===== config.mk =====
export PLATFORM = sky130hd
export DESIGN_NAME = sdram_cmd_monitor
export DESIGN_NICKNAME = d
export VERILOG_FILES = /design/src/rtl/sdram_mon_pkg.sv /design/src/rtl/sdram_cmd_decode.sv /design/src/rtl/sdram_bank_track.sv /design/src/rtl/sdram_pwr_track.sv /design/src/rtl/sdram_cmd_monitor.sv
export SDC_FILE = /design/constraint.sdc
export NUM_CORES = 1
export LEC_CHECK = 0
export ABC_AREA = 1
export CAP_MARGIN = 20
export CORE_MARGIN = 1
export CORE_UTILIZATION = 40
export DETAILED_ROUTE_END_ITERATION = 8
export GPL_TIMING_DRIVEN = 0
export PLACE_DENSITY = 0.66
export SLEW_MARGIN = 20
export SYNTH_ARGS = -nofsm -noshare
export SYNTH_HDL_FRONTEND = slang
export SYNTH_SLANG_ARGS = --single-unit

===== constraint.sdc =====
create_clock -name clk_i -period 3.4 [get_ports clk_i]
set_clock_uncertainty 0.05 [all_clocks]
set_input_delay 0.68 -clock clk_i [delete_from_list [all_inputs] [get_ports clk_i]]
set_output_delay 0.68 -clock clk_i [all_outputs]
set_load 0.02 [all_outputs]

===== src/rtl/sdram_mon_pkg.sv =====
package sdram_mon_pkg;
  typedef enum logic [3:0] {
    CMD_NOP      = 4'd0,
    CMD_DESEL    = 4'd1,
    CMD_MRS      = 4'd2,
    CMD_AREF     = 4'd3,
    CMD_SREF_IN  = 4'd4,
    CMD_ACT      = 4'd5,
    CMD_RD       = 4'd6,
    CMD_WR       = 4'd7,
    CMD_BST      = 4'd8,
    CMD_PRE      = 4'd9,
    CMD_PRE_ALL  = 4'd10,
    CMD_PD_IN    = 4'd11,
    CMD_PWR_EXIT = 4'd12,
    CMD_HOLD     = 4'd13
  } cmd_e;

  typedef enum logic [1:0] {
    PWR_RUN      = 2'd0,
    PWR_SELF_REF = 2'd1,
    PWR_PRE_PD   = 2'd2,
    PWR_ACT_PD   = 2'd3
  } pwr_e;
endpackage


===== src/rtl/sdram_cmd_decode.sv =====
module sdram_cmd_decode
  import sdram_mon_pkg::*;
(
  input  logic cke_q_i,
  input  logic cke_i,
  input  logic cs_ni,
  input  logic ras_ni,
  input  logic cas_ni,
  input  logic we_ni,
  input  logic ap_bit_i,
  output cmd_e cmd_o,
  output logic cke_bad_o
);
  cmd_e pin_cmd;

  always_comb begin
    pin_cmd = CMD_NOP;
    if (cs_ni) begin
      pin_cmd = CMD_DESEL;
    end else begin
      unique case ({ras_ni, cas_ni, we_ni})
        3'b000: pin_cmd = CMD_MRS;
        3'b001: pin_cmd = CMD_AREF;
        3'b011: pin_cmd = CMD_ACT;
        3'b101: pin_cmd = CMD_RD;
        3'b100: pin_cmd = CMD_WR;
        3'b110: pin_cmd = CMD_BST;
        3'b010: pin_cmd = ap_bit_i ? CMD_PRE_ALL : CMD_PRE;
        default: pin_cmd = CMD_NOP;
      endcase
    end
  end

  always_comb begin
    cmd_o     = pin_cmd;
    cke_bad_o = 1'b0;
    if (!cke_q_i) begin
      cmd_o = cke_i ? CMD_PWR_EXIT : CMD_HOLD;
    end else if (!cke_i) begin
      if (pin_cmd == CMD_AREF) begin
        cmd_o = CMD_SREF_IN;
      end else if (pin_cmd == CMD_NOP || pin_cmd == CMD_DESEL) begin
        cmd_o = CMD_PD_IN;
      end else begin
        cke_bad_o = 1'b1;
      end
    end
  end
endmodule


===== src/rtl/sdram_bank_track.sv =====
module sdram_bank_track #(
  parameter int unsigned BURST_LEN = 4
) (
  input  logic clk_i,
  input  logic rst_ni,
  input  logic act_i,
  input  logic pre_i,
  input  logic ap_start_i,
  output logic open_o,
  output logic busy_o
);
  localparam int unsigned CNT_W = $clog2(BURST_LEN + 1);
  localparam logic [CNT_W-1:0] LOAD_V = CNT_W'(BURST_LEN - 1);

  logic [CNT_W-1:0] cnt_q;

  always_ff @(posedge clk_i or negedge rst_ni) begin
    if (!rst_ni) begin
      open_o <= 1'b0;
      cnt_q  <= '0;
    end else if (pre_i) begin
      open_o <= 1'b0;
      cnt_q  <= '0;
    end else if (act_i) begin
      open_o <= 1'b1;
    end else if (ap_start_i) begin
      cnt_q <= LOAD_V;
      if (LOAD_V == '0) open_o <= 1'b0;
    end else if (cnt_q != '0) begin
      cnt_q <= cnt_q - 1'b1;
      if (cnt_q == CNT_W'(1)) open_o <= 1'b0;
    end
  end

  assign busy_o = (cnt_q != '0);
endmodule


===== src/rtl/sdram_pwr_track.sv =====
module sdram_pwr_track
  import sdram_mon_pkg::*;
(
  input  logic clk_i,
  input  logic rst_ni,
  input  cmd_e cmd_i,
  input  logic idle_i,
  output pwr_e pwr_o
);
  always_ff @(posedge clk_i or negedge rst_ni) begin
    if (!rst_ni) begin
      pwr_o <= PWR_RUN;
    end else begin
      unique case (cmd_i)
        CMD_SREF_IN:  pwr_o <= PWR_SELF_REF;
        CMD_PD_IN:    pwr_o <= idle_i ? PWR_PRE_PD : PWR_ACT_PD;
        CMD_PWR_EXIT: pwr_o <= PWR_RUN;
        default:      pwr_o <= pwr_o;
      endcase
    end
  end
endmodule


===== src/rtl/sdram_cmd_monitor.sv =====
module sdram_cmd_monitor
  import sdram_mon_pkg::*;
#(
  parameter int unsigned ADDR_W    = 12,
  parameter int unsigned COL_W     = 9,
  parameter int unsigned AP_BIT    = 10,
  parameter int unsigned BURST_LEN = 4,
  parameter int unsigned MRS_GAP   = 2
) (
  input  logic              clk_i,
  input  logic              rst_ni,
  input  logic              cke_i,
  input  logic              cs_ni,
  input  logic              ras_ni,
  input  logic              cas_ni,
  input  logic              we_ni,
  input  logic [1:0]        ba_i,
  input  logic [ADDR_W-1:0] addr_i,
  output logic [3:0]        cmd_o,
  output logic [1:0]        bank_o,
  output logic [ADDR_W-1:0] row_o,
  output logic [COL_W-1:0]  col_o,
  output logic              auto_pre_o,
  output logic [1:0]        pwr_o,
  output logic              violation_o,
  output logic [3:0]        bank_open_o
);
  localparam int unsigned BANKS = 4;
  localparam int unsigned GAP_W = $clog2(MRS_GAP + 1);

  cmd_e             cmd;
  logic             cke_bad;
  logic             cke_q;
  logic [1:0]       bank_sel;
  logic [BANKS-1:0] bank_open;
  logic [BANKS-1:0] bank_busy;
  logic [GAP_W-1:0] gap_q;
  logic             is_rdwr, any_open, any_busy;
  logic             v_idle, v_gap, v_ap, v_closed, viol;
  pwr_e             pwr;

  sdram_cmd_decode u_dec (
    .cke_q_i  (cke_q),
    .cke_i    (cke_i),
    .cs_ni    (cs_ni),
    .ras_ni   (ras_ni),
    .cas_ni   (cas_ni),
    .we_ni    (we_ni),
    .ap_bit_i (addr_i[AP_BIT]),
    .cmd_o    (cmd),
    .cke_bad_o(cke_bad)
  );

  assign bank_sel = {ba_i[0], ba_i[1]};
  assign is_rdwr  = (cmd == CMD_RD) || (cmd == CMD_WR);
  assign any_open = |bank_open;
  assign any_busy = |bank_busy;

  assign v_idle   = any_open &&
                    (cmd == CMD_MRS || cmd == CMD_AREF || cmd == CMD_SREF_IN);
  assign v_gap    = (gap_q != '0) &&
                    !(cmd inside {CMD_NOP, CMD_DESEL, CMD_PD_IN, CMD_HOLD, CMD_PWR_EXIT});
  assign v_ap     = is_rdwr && any_busy;
  assign v_closed = (is_rdwr || cmd == CMD_PRE) && !bank_open[bank_sel];
  assign viol     = v_idle || v_gap || v_ap || v_closed || cke_bad;

  for (genvar b = 0; b < BANKS; b++) begin : g_bank
    logic hit;
    assign hit = (bank_sel == 2'(b));
    sdram_bank_track #(.BURST_LEN(BURST_LEN)) u_trk (
      .clk_i     (clk_i),
      .rst_ni    (rst_ni),
      .act_i     (!viol && hit && cmd == CMD_ACT),
      .pre_i     (!viol && ((hit && cmd == CMD_PRE) || cmd == CMD_PRE_ALL)),
      .ap_start_i(!viol && hit && is_rdwr && addr_i[AP_BIT]),
      .open_o    (bank_open[b]),
      .busy_o    (bank_busy[b])
    );
  end

  sdram_pwr_track u_pwr (
    .clk_i (clk_i),
    .rst_ni(rst_ni),
    .cmd_i (cmd),
    .idle_i(!any_open),
    .pwr_o (pwr)
  );

  always_ff @(posedge clk_i or negedge rst_ni) begin
    if (!rst_ni) begin
      cke_q <= 1'b1;
      gap_q <= '0;
    end else begin
      cke_q <= cke_i;
      if (cmd == CMD_MRS && !viol)  gap_q <= GAP_W'(MRS_GAP);
      else if (gap_q != '0)         gap_q <= gap_q - 1'b1;
    end
  end

  always_ff @(posedge clk_i or negedge rst_ni) begin
    if (!rst_ni) begin
      cmd_o       <= CMD_NOP;
      bank_o      <= '0;
      row_o       <= '0;
      col_o       <= '0;
      auto_pre_o  <= 1'b0;
      violation_o <= 1'b0;
    end else begin
      cmd_o       <= cmd;
      bank_o      <= bank_sel;
      row_o       <= addr_i;
      col_o       <= addr_i[COL_W-1:0];
      auto_pre_o  <= is_rdwr && addr_i[AP_BIT];
      violation_o <= viol;
    end
  end

  assign pwr_o       = pwr;
  assign bank_open_o = bank_open;
endmodule


==> metrics.cfg, run 1 <==
[place]
gp_congestion=0.8392
pre_cts_slack_ps=229.2
io_buffers=55
hpwlAfterDp_mm=3.912

[cells_and_area]
diodes=0
drive_gt1_frac=0.1463
finalNetCount=402
fillers=545
multiInputGateArea_sq_um=1145
synthToLayoutAreaGrowth_pct=31.82
seqCellArea_sq_um=1027

[status]
status=complete, but fails checks
violations=DRC

[cts]
clock_sinks=41
clk_latency_ps=300
cts-hold-fix-buffers=0
clock_path_buffers=2
cts.clk_slew.worst_paths_ps=80
cts_tree=done
cts-buffers-inserted=5
cts_resized=0
cts_setup_buffers=0
htreeDepth=2
root_buffer=clkbuf_8

[setup_path]
r2r_cells=11
worst_ep_arrival_time_ps=2990
cp_max_fo=6
crit_path_max_incr_delay_ps=550
r2r-start=cke_q$_DFF_PN1_
cpLargestDelayFamily=simple AND/OR/NAND/NOR gates
path_cells=clkdlybuf4s50_1 > nand2_1 > nand2_2 > inv_2 > nand2_4 > nand3_2 > nand2_1 > nand4_1 > nor2_1 > inv_2 > nor2_1 > nor2_1 > nor2_1 > nand2_1 > nand2_1
reg2reg_slack_ps=1130
start_kind=primary input
crit_path_end_kind=register
crit_slowest_cell=clkdlybuf4s50_1
path_buf_inv=3
crit_type=primary input to register
startpoint=cas_ni
r2r-end=g_bank[1].u_trk.cnt_q[1]$_DFFE_PN0P_
cp_data_required_time_ps=3580

[route]
antenna_left=0
vias_per_cell=4.755
routedWlPerCell_um=11.15
drt-initial-drc-count=70
vias=2111
firstDrtPassIters=6
routed_wl_mm=4.950
drcViolationCount=1

[yosys]
yosysTopAreaCell=dfrtp_1
syn-instance-count=305
synth_common_cells=nand2_1 (72), dfrtp_1 (40), inv_1 (36), nor2_1 (34), nand3_1 (19)
synth_top_area_frac=0.4086
synthArstFlopShare=1.000
synth-seq-cells=41
synth_edf_count=0
synth_area_leaders=dfrtp_1 (41%), nand2_1 (11%), ha_1 (6.6%), inv_1 (5.5%), nor2_1 (5.2%)
syn-num-nets=339
synth_ff_type=dfrtp_1
synth_cell_types=28
syn_area_sq_um=2450
synth.yosys.seq_area_share=0.4193
avgSynthCellArea_sq_um=8.032
yosysWarnings=0
synth.most_common_cell=nand2_1

[die]
die_x_um=80.26
rows=28
num_io_pins=56
die-area_sq_um=6442
initial_core_util=0.4138
core_area_sq_um=5921
die_y_um=80.26

[timing]
rsz0062_at_grt=false
setup_violations=0
relSlewSlack=0.6412
tns_ps=0
drv_slew=0
tightest_slew_ps=538.2
hold_violations=0
fmaxAchievable_ghz=0.3561
period_minus_slack_ps=2808
worst_slack_ps=591.8
period_share=0.8259

[global_route]
grt_overflow=0
grt_pass1_wl_mm=8.652
grt_max_degree=26
track_usage=0.1718
grt_antenna_before_repair=0
grt_pass1_vias=1980

[power]
cellPowerDensity_nw_per_um2=655.3
irDropWorstVdd_mv=0.3267
p_leak_nw=1.614

[min_path]
hp-class=primary input to async pin

[job]
cap_violations=0

[power by group]
group	switching [W]	internal, W	leakage (nW)
combinational	0.000543	0.000436	1.06
sequential	0.0000996	0.000625	0.493
clock	0.000174	0.000239	0.0574
total	0.000817	0.00130	1.61
[per-stage QoR]
| stage | cell area (sq um) | total power [W] | utilization | cells | hold WS (ps) |
|---|---|---|---|---|---|
| 3_3_place_gp | 3094 | 0.001695 | 0.5226 | 435 | 414.0 |
| 2_1_floorplan | 2450 | 0.001441 | - | 305 | 334.4 |
| 4_1_cts | 3229 | 0.002141 | 0.5454 | 444 | 250.8 |
| 6_report | 3229 | 0.002116 | 0.5454 | 444 | 246.4 |
| 5_1_grt | 3229 | 0.002308 | 0.5454 | 444 | 259.2 |
| 3_5_place_dp | 3109 | 0.001720 | 0.5251 | 436 | 418.8 |
[worst max-delay path by stage]
stage | end | slack (ps) | cells past startpoint
2_1_floorplan | g_bank[2].u_trk.cnt_q[0]$_DFFE_PN0P_ | 1120 | 17
3_3_place_gp | g_bank[2].u_trk.cnt_q[0]$_DFFE_PN0P_ | 290 | 15
3_5_place_dp | g_bank[3].u_trk.cnt_q[0]$_DFFE_PN0P_ | 230 | 15
4_1_cts | g_bank[1].u_trk.cnt_q[1]$_DFFE_PN0P_ | 540 | 15
5_1_grt | g_bank[3].u_trk.cnt_q[1]$_DFFE_PN0P_ | 220 | 15
6_report | g_bank[1].u_trk.cnt_q[1]$_DFFE_PN0P_ | 590 | 15
[final cells by class]
class / count / area share
buffer: 14 / 0.03255
inverter: 46 / 0.05347
tap: 75 / 0.02906
sequential: 41 / 0.3181
multi-input combinational: 204 / 0.3545
timing repair buffer: 56 / 0.1751
clock buffer: 6 / 0.02557
clock inverter: 2 / 0.01162
[cell usage in the layout (no fill, tap or decap)]
cell | Yosys | final
nand2_1 | 72 | 72
clkdlybuf4s50_1 | 0 | 54
dfrtp_1 | 40 | 40
inv_1 | 36 | 36
nor2_1 | 34 | 34
nand3_1 | 19 | 19
buf_4 | 14 | 14
ha_1 | 13 | 13
nand4_1 | 10 | 10
inv_2 | 9 | 9
a21oi_1 | 9 | 9
o21ai_0 | 8 | 8
nand2_2 | 6 | 6
nand3_2 | 6 | 6
clkbuf_8 | 0 | 6
o31ai_1 | 4 | 4
o21ai_1 | 4 | 4
xnor2_1 | 4 | 4
o21ai_2 | 3 | 3
nor3b_1 | 3 | 3
a21oi_4 | 2 | 2
nand2_4 | 1 | 1
nand3_4 | 1 | 1
o22ai_1 | 1 | 1
a221oi_1 | 1 | 1
nor2_8 | 1 | 1
nor4_1 | 1 | 1
o211ai_1 | 1 | 1
clkinv_1 | 1 | 1
dfstp_2 | 1 | 1
clkinvlp_4 | 0 | 1
bufinv_16 | 0 | 1
buf_2 | 0 | 1
buf_12 | 0 | 1
[worst reg2reg max path: cells and delay by family (launching register included)]
kind	cells	cell delay, ps
AND/OR/NAND/NOR	8	1210
flip-flops	1	520
buffers and inverters	3	420
[flip-flops by register name, indices dropped and copies added (netlist names), 2 cells and up]
signal and cells:
g_bank.u_trk.open_o 4, cmd_o 4, row_o 4, col_o 8, bank_o 2, g_bank.u_trk.cnt_q 12, u_pwr.pwr_o 2, gap_q 2
[logic make-up after synthesis]
logic type | Yosys count | share of synthesized area
fa+ha+maj | 13 | 0.06640
compound gates | 33 | 0.08836
buf+inv | 60 | 0.1134
flops | 41 | 0.4193
xor+xnor | 4 | 0.01430
simple gates | 154 | 0.2983
[layer usage]
| metal | GRT usage | vias to the layer above | share of wire |
|---|---|---|---|
| li1 | - | 1092 | - |
| met1 | 0.2198 | 963 | 0.48 |
| met2 | 0.2897 | 51 | 0.46 |
| met3 | 0.03409 | 5 | 0.050 |
| met4 | 0.05536 | 0 | 0.011 |
| met5 | 0 | - | 0 |
Power figures use the tool's default switching activity.
==> inputs of run 2 (changes only) <==
PLACE_DENSITY = 0.69   (was 0.66)
clock period = 2.3 ns   (was 3.4 ns; I/O delays follow)
==> run 2 against run 1 <==
Compared with the run above: the run still ends with DRC left; routed wire length rose by 36%; worst hold slack got worse by 240 ps; critical endpoint is now gap_q[0]$_DFFE_PN0P_; critical path depth rose by 1; sequential power rose by 52%; combinational power rose by 100%; cell area rose by 19%; highest routed layer unchanged; register-to-register slack got worse by 1100 ps.
==> metrics.cfg, run 2 (synthesis gave the netlist of run 1 again) <==
[timing]
fmaxAchievable_ghz=0.4389
tightest_slew_ps=549.3  ; was 538.2 ps
period_minus_slack_ps=2278
rsz0062_at_grt=true  ; was false
worst_slack_ps=21.79  ; was 591.8 ps
period_share=0.9905
drv_slew=0  ; unchanged
setup_violations=0  ; unchanged
relSlewSlack=0.6324  ; was 0.6412
hold_violations=0  ; unchanged

[cells_and_area]
final_cell_mix=nand2_1 (55), clkdlybuf4s50_1 (48), buf_4 (41), dfrtp_1 (40), inv_1 (23)  ; was nand2_1 (72), clkdlybuf4s50_1 (54), dfrtp_1 (40), inv_1 (36), nor2_1 (34)
final_util=0.6494  ; was 0.5454
drive_gt1_frac=0.4065  ; was 0.1463
largest_register_ffs=12  ; unchanged
finalNetCount=434  ; was 402
final_cells=476  ; was 444
top_regs=g_bank.u_trk.cnt_q x12, col_o x8  ; unchanged
multiInputGateArea_sq_um=1562  ; was 1145 sq um
top_register=g_bank.u_trk.cnt_q  ; unchanged
seqCellArea_sq_um=1027  ; unchanged
diodes=0  ; unchanged
final_common_cell=nand2_1  ; unchanged
fillers=444  ; was 545
synthToLayoutAreaGrowth_pct=56.95  ; was 31.82%

[route]
firstDrtPassIters=6  ; unchanged
routed_wl_mm=6.716  ; was 4.950 mm
drt-initial-drc-count=133  ; was 70
routedWlPerCell_um=14.11  ; was 11.15 um
vias_per_cell=5.132  ; was 4.755
drcViolationCount=1  ; unchanged
antenna_left=0  ; unchanged
vias=2443  ; was 2111

[global_route]
grt_overflow=0  ; unchanged
grt_pass1_vias=2121  ; was 1980
grt_pass1_wl_mm=9.535  ; was 8.652 mm
grt_antenna_before_repair=0  ; unchanged
track_usage=0.1899  ; was 0.1718
grt_max_degree=29  ; was 26

[job]
cap_violations=0  ; unchanged

[die]
num_io_pins=56  ; unchanged
core_area_sq_um=5921  ; unchanged
initial_core_util=0.4138  ; unchanged
die_y_um=80.26  ; unchanged
rows=28  ; unchanged
die-area_sq_um=6442  ; unchanged
die_x_um=80.26  ; unchanged

[min_path]
hp-class=primary input to async pin  ; unchanged

[cts]
cts_tree=done  ; unchanged
cts.clk_slew.worst_paths_ps=90  ; was 80 ps
root_buffer=clkbuf_8  ; unchanged
cts-buffers-inserted=5  ; unchanged
cts-hold-fix-buffers=0  ; unchanged
htreeDepth=2  ; unchanged
clk_latency_ps=300  ; about the same
clock_sinks=41  ; unchanged
clock_path_buffers=2  ; unchanged

[setup_path]
cp_max_fo=5  ; was 6
crit_path_end_kind=register  ; unchanged
cpLargestDelayFamily=simple AND/OR/NAND/NOR gates  ; unchanged
path_common_cell=nand2_2
reg2reg_slack_ps=30  ; was 1130 ps
crit_path_max_incr_delay_ps=250  ; was 550 ps
crit_slowest_cell=nor2_4  ; was clkdlybuf4s50_1
cp_data_required_time_ps=2420  ; was 3580 ps
start_kind=primary input  ; unchanged
path_cells=buf_2 > o21ai_2 > nand2_4 > nand2_2 > nand2_2 > o21ai_4 > inv_2 > nand2_4 > o21ai_4 > nand2_2 > nand2_4 > nor2_4 > buf_6 > nand2_2 > nand3_2 > o21ai_0  ; was clkdlybuf4s50_1 > nand2_1 > nand2_2 > inv_2 > nand2_4 > nand3_2 > nand2_1 > nand4_1 > nor2_1 > inv_2 > nor2_1 > nor2_1 > nor2_1 > nand2_1 > nand2_1
path_buf_inv=3  ; unchanged
worst_ep_arrival_time_ps=2400  ; was 2990 ps
crit_type=primary input to register  ; unchanged

[place]
io_buffers=55  ; unchanged
dpl.cell_count=436  ; unchanged
hpwlAfterDp_mm=4.025  ; was 3.912 mm
pre_cts_slack_ps=-629.4  ; was 229.2 ps
gp_congestion=0.8574  ; was 0.8392

[power]
fin_total_pwr_w=0.003555  ; was 0.002116 W
clockPowerShare=0.132  ; was 0.195
p_leak_nw=1.832  ; was 1.614 nW
irDropWorstVdd_mv=0.5402  ; was 0.3267 mV
seq_power_share=0.308  ; was 0.343
power_switching_w=0.001524  ; was 0.0008165 W
p_int_w=0.002031  ; was 0.001300 W
p_sw_frac=0.4286  ; was 0.3858
combPwrFrac=0.560  ; was 0.462
cellPowerDensity_nw_per_um2=924.5  ; was 655.3 nW/um^2

[status]
status=complete, but fails checks  ; unchanged
violations=DRC  ; unchanged

run 2: power by group through the flow:
stage / clock [W] / sequential [W] / combinational [W]
global route: 0.000515 / 0.00112 / 0.00219
detailed placement: 0 / 0.00108 / 0.00147
CTS: 0.000481 / 0.00107 / 0.00164
finish: 0.000470 / 0.00110 / 0.00199
global placement: 0 / 0.00108 / 0.00143
floorplan: 0 / 0.00109 / 0.00104
run 2: path summary, 6_finish.rpt:
path                                                      start                                   end  cells past startpoint
setup reg to reg                                cke_q$_DFF_PN1_                  gap_q[0]$_DFFE_PN0P_                     13
min in group clk_i                                   addr_i[10]                   row_o[10]$_DFF_PN0_                      1
hold reg to reg            g_bank[1].u_trk.cnt_q[1]$_DFFE_PN0P_  g_bank[1].u_trk.cnt_q[1]$_DFFE_PN0P_                      2
hold / removal                                           rst_ni    g_bank[3].u_trk.open_o$_DFFE_PN0P_                      1
max in group asynchronous                                rst_ni                       cke_q$_DFF_PN1_                      2
setup / recovery                                          we_ni                  gap_q[0]$_DFFE_PN0P_                     16
run 2: final cells by class:
class	instances	share of cell area
Tap cell	75	0.02441
Sequential cell	41	0.2672
Buffer	14	0.02929
Clock inverter	3	0.004556
Timing Repair Buffer	85	0.2044
Inverter	46	0.04621
Multi-Input combinational cell	207	0.4061
Clock buffer	5	0.01790
run 2: through the flow:
stage / hold WS (ps) / setup TNS [ps] / area (sq um)
2_1_floorplan: 114.4 / 0 / 2450
3_3_place_gp: 414.2 / -21950 / 3094
3_5_place_dp: 344.4 / -10240 / 3109
4_1_cts: 22.47 / 0 / 3508
5_1_grt: 33.83 / -325.2 / 3845
6_report: 9.500 / 0 / 3845
run 2: what timing repair did:
action,4_1_cts,5_1_grt
pin swaps,22,38
setup buffers,14,15
cloned,3,0
resized for setup,53,80
endpoints found under the setup margin,18,18
run 2: per-layer routing:
layer / up-vias / global-route usage / wire [um]
li1: 1161 / - / -
met1: 1140 / 0.2351 / 2710
met2: 117 / 0.3265 / 3321
met3: 25 / 0.02955 / 479
met4: 0 / 0.08036 / 204
met5: - / 0 / 0
run 2: worst reg2reg max path, cell delays in order, from the launching register on:
cell and delay (ps):
dfstp_2 540, buf_8 120, nand2_2 80, o21ai_4 240
inv_2 100, nand2_4 80, o21ai_4 90, nand2_2 100
nand2_4 100, nor2_4 260, buf_6 150, nand2_2 60
nand3_2 100, o21ai_0 90
==> inputs of run 3 (changes only) <==
CTS_CLUSTER_SIZE = 12   (was unset)
==> results of run 3 <==
Final layout, timing and power as in run 2 (identical DEF).
